[config.mk]
export PLATFORM = sky130hd
export DESIGN_NAME = gcorr_predictor
export DESIGN_NICKNAME = d
export VERILOG_FILES = /design/src/rtl/gcorr_predictor.sv
export SDC_FILE = /design/constraint.sdc
export NUM_CORES = 1
export LEC_CHECK = 0
export BUFFER_PORTS_ARGS = -buffer_cell sky130_fd_sc_hd__buf_4
export CAP_MARGIN = 10
export CORE_AREA = 5 5 130 132
export DETAILED_ROUTE_END_ITERATION = 12
export DIE_AREA = 0 0 135 137
export HOLD_SLACK_MARGIN = 0.06
export PLACE_DENSITY = 0.66
export SETUP_SLACK_MARGIN = 0.4
export SYNTH_ARGS = -nofsm -noshare
export SYNTH_HDL_FRONTEND = slang
export SYNTH_SLANG_ARGS = --single-unit
[constraint.sdc]
create_clock -name clk -period 4.4 [get_ports clk]
set_clock_uncertainty 0.1 [all_clocks]
set_input_delay 0.44 -clock clk [delete_from_list [all_inputs] [get_ports clk]]
set_output_delay 0.44 -clock clk [all_outputs]
set_load 0.1 [all_outputs]
[src/rtl/gcorr_predictor.sv]
module gcorr_predictor #(
  parameter int PC_W = 16,
  parameter int S    = 4,
  parameter int P    = 2,
  parameter int N    = 2
) (
  input  logic            clk,
  input  logic            rst_n,
  input  logic            xor_mode,
  input  logic [PC_W-1:0] lk_pc,
  output logic            lk_taken,
  input  logic            rs_valid,
  input  logic [PC_W-1:0] rs_pc,
  input  logic            rs_taken,
  output logic [P-1:0]    ghist
);

  localparam int IW  = S + P;
  localparam int ENT = 1 << IW;
  localparam logic [N-1:0] MAXC = '1;

  logic [ENT-1:0][N-1:0] tbl;
  logic                  mode_q;
  logic                  clr;
  logic [IW-1:0]         lk_idx, rs_idx;
  logic [N-1:0]          cur, nxt;

  function automatic logic [IW-1:0] index_of(input logic [P-1:0] h,
                                             input logic [S-1:0] pc,
                                             input logic x);
    logic [S-1:0] hx;
    hx = S'(h);
    return x ? IW'(pc ^ hx) : {h, pc};
  endfunction

  assign clr      = (mode_q != xor_mode);
  assign lk_idx   = index_of(ghist, lk_pc[S-1:0], mode_q);
  assign rs_idx   = index_of(ghist, rs_pc[S-1:0], mode_q);
  assign lk_taken = tbl[lk_idx][N-1];
  assign cur      = tbl[rs_idx];

  always_comb begin
    if (rs_taken) nxt = (cur == MAXC) ? cur : cur + N'(1);
    else          nxt = (cur == '0)   ? cur : cur - N'(1);
  end

  always_ff @(posedge clk or negedge rst_n) begin
    if (!rst_n) begin
      tbl    <= '0;
      ghist  <= '0;
      mode_q <= 1'b0;
    end else begin
      mode_q <= xor_mode;
      if (clr)           tbl         <= '0;
      else if (rs_valid) tbl[rs_idx] <= nxt;
      if (rs_valid)      ghist       <= P'({ghist, rs_taken});
    end
  end

endmodule

==> results of run 1 <==
==> cell families after synthesis <==
| logic type | count (synthesis) |
|---|---|
| adder cells (fa/ha/maj) | 1 |
| AO/OA/AOI/OAI | 332 |
| flip-flops | 131 |
| buffers and inverters | 66 |
| XOR/XNOR | 7 |
| AND/OR/NAND/NOR | 138 |
| multiplexers | 64 |
==> worst max path at each step <==
stage / start / endpoint / slack [ps]
floorplan: ghist[0] / lk_taken / 520
global placement: mode_q / tbl[84] / 700
detailed placement: mode_q / tbl[84] / 650
CTS: ghist[0] / lk_taken / 470
global route: ghist[0] / lk_taken / 420
finish: ghist[0] / lk_taken / 510
==> report_power, final <==
| part | total (mW) | leakage, nW | switching, mW | internal, mW |
|---|---|---|---|---|
| combinational | 0.518 | 1.35 | 0.368 | 0.150 |
| clock | 1.41 | 0.281 | 0.517 | 0.889 |
| sequential | 1.24 | 1.82 | 0.0205 | 1.22 |
==> routing by layer <==
| layer | wire [um] | vias up | global-route usage |
|---|---|---|---|
| met2 | 10100 | 386 | 0.374 |
| met1 | 9060 | 3153 | 0.328 |
| li1 | - | 2814 | - |
| met5 | 0 | - | 0 |
| met4 | 584 | 0 | 0.0885 |
| met3 | 2220 | 68 | 0.0581 |
==> placed cells by master (no fill, tap or decap), types with 16 or more instances in the layout <==
| master | Yosys | layout |
|---|---|---|
| buf_4 | 4 | 32 |
| clkbuf_16 | 0 | 17 |
| nor2_1 | 73 | 73 |
| a21oi_1 | 76 | 76 |
| nand2_1 | 17 | 16 |
| mux4_2 | 20 | 20 |
| o21ai_0 | 135 | 134 |
| mux2_2 | 17 | 17 |
| mux2i_1 | 27 | 27 |
| dfrtp_1 | 131 | 128 |
| a31oi_1 | 71 | 70 |
==> per-stage QoR <==
| stage | instances | setup slack, ps | util |
|---|---|---|---|
| after floorplan | 739 | 517 | - |
| after global placement | 933 | 704 | 0.484 |
| after detailed placement | 933 | 651 | 0.484 |
| after CTS | 965 | 471 | 0.523 |
| after global routing | 965 | 419 | 0.524 |
| final | 965 | 508 | 0.524 |
==> layout make-up <==
class,count,share of cell area
inverters,7,0.00322
well taps,216,0.0331
repair buffers,38,0.0423
flip-flops and latches,131,0.402
clock buffers,23,0.0597
multi-input cells,542,0.447
clock inverters,8,0.0124
==> critical path: stages, from the launching register on <==
cell and delay, ps:
dfrtp_4 580, nand2_1 220, xor2_4 170, buf_8 240
mux4_2 540, mux4_2 530, mux2i_1 250, a31oi_4 120
buf_4 250
==> registers in the layout (all words and copies together) (netlist names) <==
name	flops
ghist	2
tbl	128
mode_q	1
==> what timing repair did <==
action                                  in CTS  in global routing
pin swaps                                    0                  0
hold endpoints to repair                     1                  0
hold buffers                                 1                  0
endpoints found under the setup margin       1                 25
gates resized for setup                      2                  4
==> out/metrics.yaml, run 1 <==
status: "completed"
ys.flop_type: "dfrtp_1"
startpoint_type: "flop"
htree_levels: 4
synth_warnings: 0
avgSynthCellArea_um2: 9.78
finalPower_mw: 3.17
cts.sinks: 131
synth_edf_count: 0
hp-class: "in2async"
synth_fa_ha_area_frac: 0.00139
clockBufferDepth: 2
syn_nets: 776
fin_crit_ps: 3890
dieArea_um2: 18500
grt_overflow: 0
ff2ff_path_depth: 11
dp_hpwl_um: 13700
grt_pass1_vias: 6224
clk_latency_ps: 420
avgRoutedWirePerCell_um: 22.7
area_growth_pct: 13.1
synth_compound_area_frac: 0.270
place_area_um2: 7550
multi_input_area_um2: 3660
endpoint_kind: "output pin"
critical_path_arrival_ps: 3350
power.density_nw_per_um2: 388
drt_wl_total_um: 21900
via_per_inst: 6.65
drt_iter0_markers: 933
synth.area.mux_share: 0.126
cap_violations: 0
drc: 0
synthSimpleGateAreaFrac: 0.0920
start_util: 0.463
ios: 40
final_area_um2: 8170
tightest_slew_ps: 1060
setup_viol: 0
synth_top_family_by_area: "compound AO/OA/AOI/OAI gates"
drtAntennaViolNets: 0
maxSlewHeadroom: 0.295
seq_area_um2: 3280
fmax_mhz: 257
syn_area_um2: 7220
clock-root-buffer: "clkbuf_16"
setup_tns_ps: 0
rr_endpoint: "tbl[22]"
synthTopCellsByCount: "135 x o21ai_0, 131 x dfrtp_1, 76 x a21oi_1"
yosysUniqueCellTypes: 57
die_h_um: 137
nFillCells: 1370
vias: 6421
synth-seq-cells: 131
syn_inst: 739
synth-seq-area-share: 0.454
rows: 46
synth_xor_xnor_area_share: 0.00849
hold_violations: 0
rsz0062_at_grt: "no"
core_um2: 15600
crit_required_ps: 3860
path_class: "reg2out"
antenna_found_initial: 0
synth_async_sr_flop_share: 1.00
drive_gt1_frac: 0.166
ff2ff_setup_slack_ps: 680
synth_top_area_frac: 0.454
diodes: 0
cts_buffers: 17
die_x_um: 135
ir_drop_v: 0.000323
gp_congestion: 0.896
post-route-period-util: 0.885
cts_setup_buffers: 0
drv_slew: 0
track_usage: 0.240
cts.clk_slew.worst_paths_ps: 60
grt_pass1_wl_um: 34400
cts_tree: "built"
yosysTopAreaCell: "dfrtp_1"
r2r-start: "ghist[0]"
synth.most_common_cell: "o21ai_0"
first_pass_iters: 6
port_buffers: 15
hold-worst-slack_ps: 92.9
path_max_fanout: 20
leakage_nw: 3.45
final_nets: 774
synth.area.top_cells: "dfrtp_1 45%, o21ai_0 9.4%, mux4_2 6.2%"
grt_max_degree: 129
Note: power is estimated with default switching activity, not from simulation.
==> run 2: changes to the inputs <==
--- a/config.mk
+++ b/config.mk
@@ -8,6 +8,7 @@
 export BUFFER_PORTS_ARGS = -buffer_cell sky130_fd_sc_hd__buf_4
 export CAP_MARGIN = 10
 export CORE_AREA = 5 5 130 132
+export CTS_BUF_LIST = sky130_fd_sc_hd__clkbuf_16
 export DETAILED_ROUTE_END_ITERATION = 12
 export DIE_AREA = 0 0 135 137
 export HOLD_SLACK_MARGIN = 0.06
==> constraint.sdc (replaced) <==
create_clock -name clk -period 4.4 [get_ports clk]
set_clock_uncertainty 0.1 [all_clocks]
set_input_delay 0.44 -clock clk [delete_from_list [all_inputs] [get_ports clk]]
set_output_delay 0.44 -clock clk [all_outputs]
set_load 0.01 [all_outputs]
==> run 2 against run 1 <==
  * Setup slack gained 29 ps
  * Sequential power about the same
  * Largest cell class unchanged
  * Critical endpoint is now tbl[5]
  * Die area did not move
  * Combinational power decreased by 3%
  * Non-clock buffer count is 4 higher
==> out/metrics.yaml, run 2 (synthesis results as in run 1) <==
crit_end: "tbl[5]"  # was lk_taken
drv_slew: 0  # unchanged
p_sw_frac: 0.282  # was 0.286
cts_tree: "built"  # unchanged
leakage_nw: 3.48  # was 3.45 nW
clockBufferDepth: 2  # unchanged
maxSlewHeadroom: 0.272  # was 0.295
ff2ff_path_depth: 10  # was 11
seq_area_um2: 3280  # about the same
cts.clk_slew.worst_paths_ps: 60  # about the same
endpoint_kind: "flop"  # was output pin
core_um2: 15600  # unchanged
multi_input_area_um2: 3640  # was 3660 um2
die_x_um: 135  # unchanged
diodes: 0  # unchanged
grt_max_degree: 129  # unchanged
final_common_cell: "o21ai_0"  # unchanged
via_per_inst: 6.65  # about the same
setup_viol: 0  # unchanged
crit_family: "compound AO/OA/AOI/OAI gates"  # was multiplexers
power.density_nw_per_um2: 393  # was 388 nW/um2
startpoint_type: "flop"  # unchanged
grt_pass1_vias: 6171  # was 6224
rsz0062_at_grt: "no"  # unchanged
power_frac_clock: 0.459  # was 0.444
post-route-period-util: 0.878  # was 0.885
rows: 46  # unchanged
drtAntennaViolNets: 0  # unchanged
drc: 0  # unchanged
path_class: "reg2reg"  # was reg2out
track_usage: 0.244  # was 0.240
fmax_mhz: 259  # was 257 MHz
gp_congestion: 0.977  # was 0.896
final_nets: 778  # was 774
largestRegisters: "tbl x128, ghist x2, mode_q x1"  # unchanged
p_seq_frac: 0.384  # was 0.392
tightest_slew_ps: 1090  # was 1060 ps
avgRoutedWirePerCell_um: 22.8  # was 22.7 um
setup_tns_ps: 0  # unchanged
grt_overflow: 0  # unchanged
worstSetupStartpoint: "ghist[0]"  # unchanged
crit_path_max_incr_delay_ps: 600  # was 580 ps
ir_drop_v: 0.000293  # was 0.000323 V
drt_wl_total_um: 22200  # was 21900 um
path_max_fanout: 24  # was 20
antenna_found_initial: 0  # unchanged
largest_register_ffs: 128  # unchanged
die_h_um: 137  # unchanged
area_growth_pct: 13.5  # was 13.1%
crit_required_ps: 4570  # was 3860 ps
port_buffers: 15  # unchanged
start_util: 0.463  # unchanged
status: "completed"  # unchanged
cp_slowest_cell: "or4_4"  # was dfrtp_4
critical_path_arrival_ps: 4040  # was 3350 ps
ff2ff_setup_slack_ps: 540  # was 680 ps
path_buf_inv: 2  # unchanged
mostFrequentLayoutCells: "135 x o21ai_0, 130 x dfrtp_1, 76 x a21oi_1, 73 x nor2_1, 71 x a31oi_1"  # was 134 x o21ai_0, 128 x dfrtp_1, 76 x a21oi_1, 73 x nor2_1, 70 x a31oi_1
r2r-start: "ghist[0]"  # unchanged
cts.sinks: 131  # unchanged
hold_violations: 0  # unchanged
cts_buffers: 17  # unchanged
nFillCells: 1352  # was 1370
drt_iter0_markers: 907  # was 933
dieArea_um2: 18500  # unchanged
switching_power_mw: 0.909  # was 0.906 mW
finalPower_mw: 3.22  # was 3.17 mW
clock-root-buffer: "clkbuf_16"  # unchanged
vias: 6453  # was 6421
cap_violations: 0  # unchanged
grt_pass1_wl_um: 34600  # was 34400 um
pwr-share-comb: 0.156  # was 0.164
cp_num_cells: 10  # was 8
dp_hpwl_um: 13900  # was 13700 um
rr_endpoint: "tbl[5]"  # was tbl[22]
htree_levels: 4  # unchanged
clk_latency_ps: 420  # about the same
cp_cell_sequence: "o21ai_1 > a222oi_1 > buf_12 > nor2_1 > a222oi_1 > a31oi_1 > or4_4 > o21ai_4 > buf_12 > a31oi_1"  # was nand2_1 > xor2_4 > buf_8 > mux4_2 > mux4_2 > mux2i_1 > a31oi_4 > buf_4
regMostFlops: "tbl"  # unchanged
fin_crit_ps: 3860  # was 3890 ps
ios: 40  # unchanged
first_pass_iters: 9  # was 6
drive_gt1_frac: 0.166  # about the same
internal_power_mw: 2.31  # was 2.26 mW
hp-class: "in2reg"  # was in2async
[run 2: worst min-delay path by stage]
| stage | to | cells past startpoint | start | slack, ps |
|---|---|---|---|---|
| floorplan | ghist[0] | 0 | rst_n | 40 |
| global placement | tbl[127] | 1 | rst_n | 420 |
| detailed placement | tbl[127] | 1 | rst_n | 430 |
| CTS | ghist[1] | 2 | rs_valid | 190 |
| global route | ghist[1] | 2 | rs_valid | 210 |
| finish | ghist[1] | 2 | rs_valid | 210 |
[run 2: what timing repair did]
action                                  4_1_cts  5_1_grt
buffers inserted                              0        1
endpoints found under the hold margin        54        0
endpoints found under the setup margin       17       90
gates cloned                                  0        0
pin swaps                                     1        2
hold buffers                                  2        0
resized for setup                             2        3
[run 2: layout make-up]
cell class                 count  share of cell area
tap                          216              0.0330
sequential                   131               0.400
inverter                       7             0.00320
clock buffer                  17              0.0519
multi-input combinational    542               0.443
timing repair buffer          42              0.0456
clock inverter                15              0.0229
[run 2: per-layer routing]
layer  track usage  part of all wire  vias to the layer above
met1         0.324              0.40                     3182
met2         0.379              0.46                      371
li1              -                 -                     2825
met4         0.101             0.037                        0
met5             0                 0                        -
met3        0.0673             0.094                       75
[run 2: power by group through the flow]
stage / logic, mW / registers [mW] / clock network [mW]
floorplan: 0.317 / 1.25 / 0
global placement: 0.477 / 1.26 / 0
detailed placement: 0.482 / 1.26 / 0
CTS: 0.487 / 1.24 / 1.50
global route: 0.529 / 1.24 / 1.55
finish: 0.504 / 1.24 / 1.48
[run 2: through the flow]
| step | cell area, um2 | hold slack [ps] | cells | setup WS, ps | utilization |
|---|---|---|---|---|---|
| after detailed placement | 7530 | 426 | 935 | 420 | 0.483 |
| after global routing | 8200 | 208 | 970 | 405 | 0.526 |
| after floorplan | 7220 | 44.4 | 739 | 647 | - |
| after CTS | 8170 | 188 | 969 | 487 | 0.524 |
| after global placement | 7530 | 425 | 935 | 588 | 0.483 |
| final | 8200 | 214 | 970 | 536 | 0.526 |
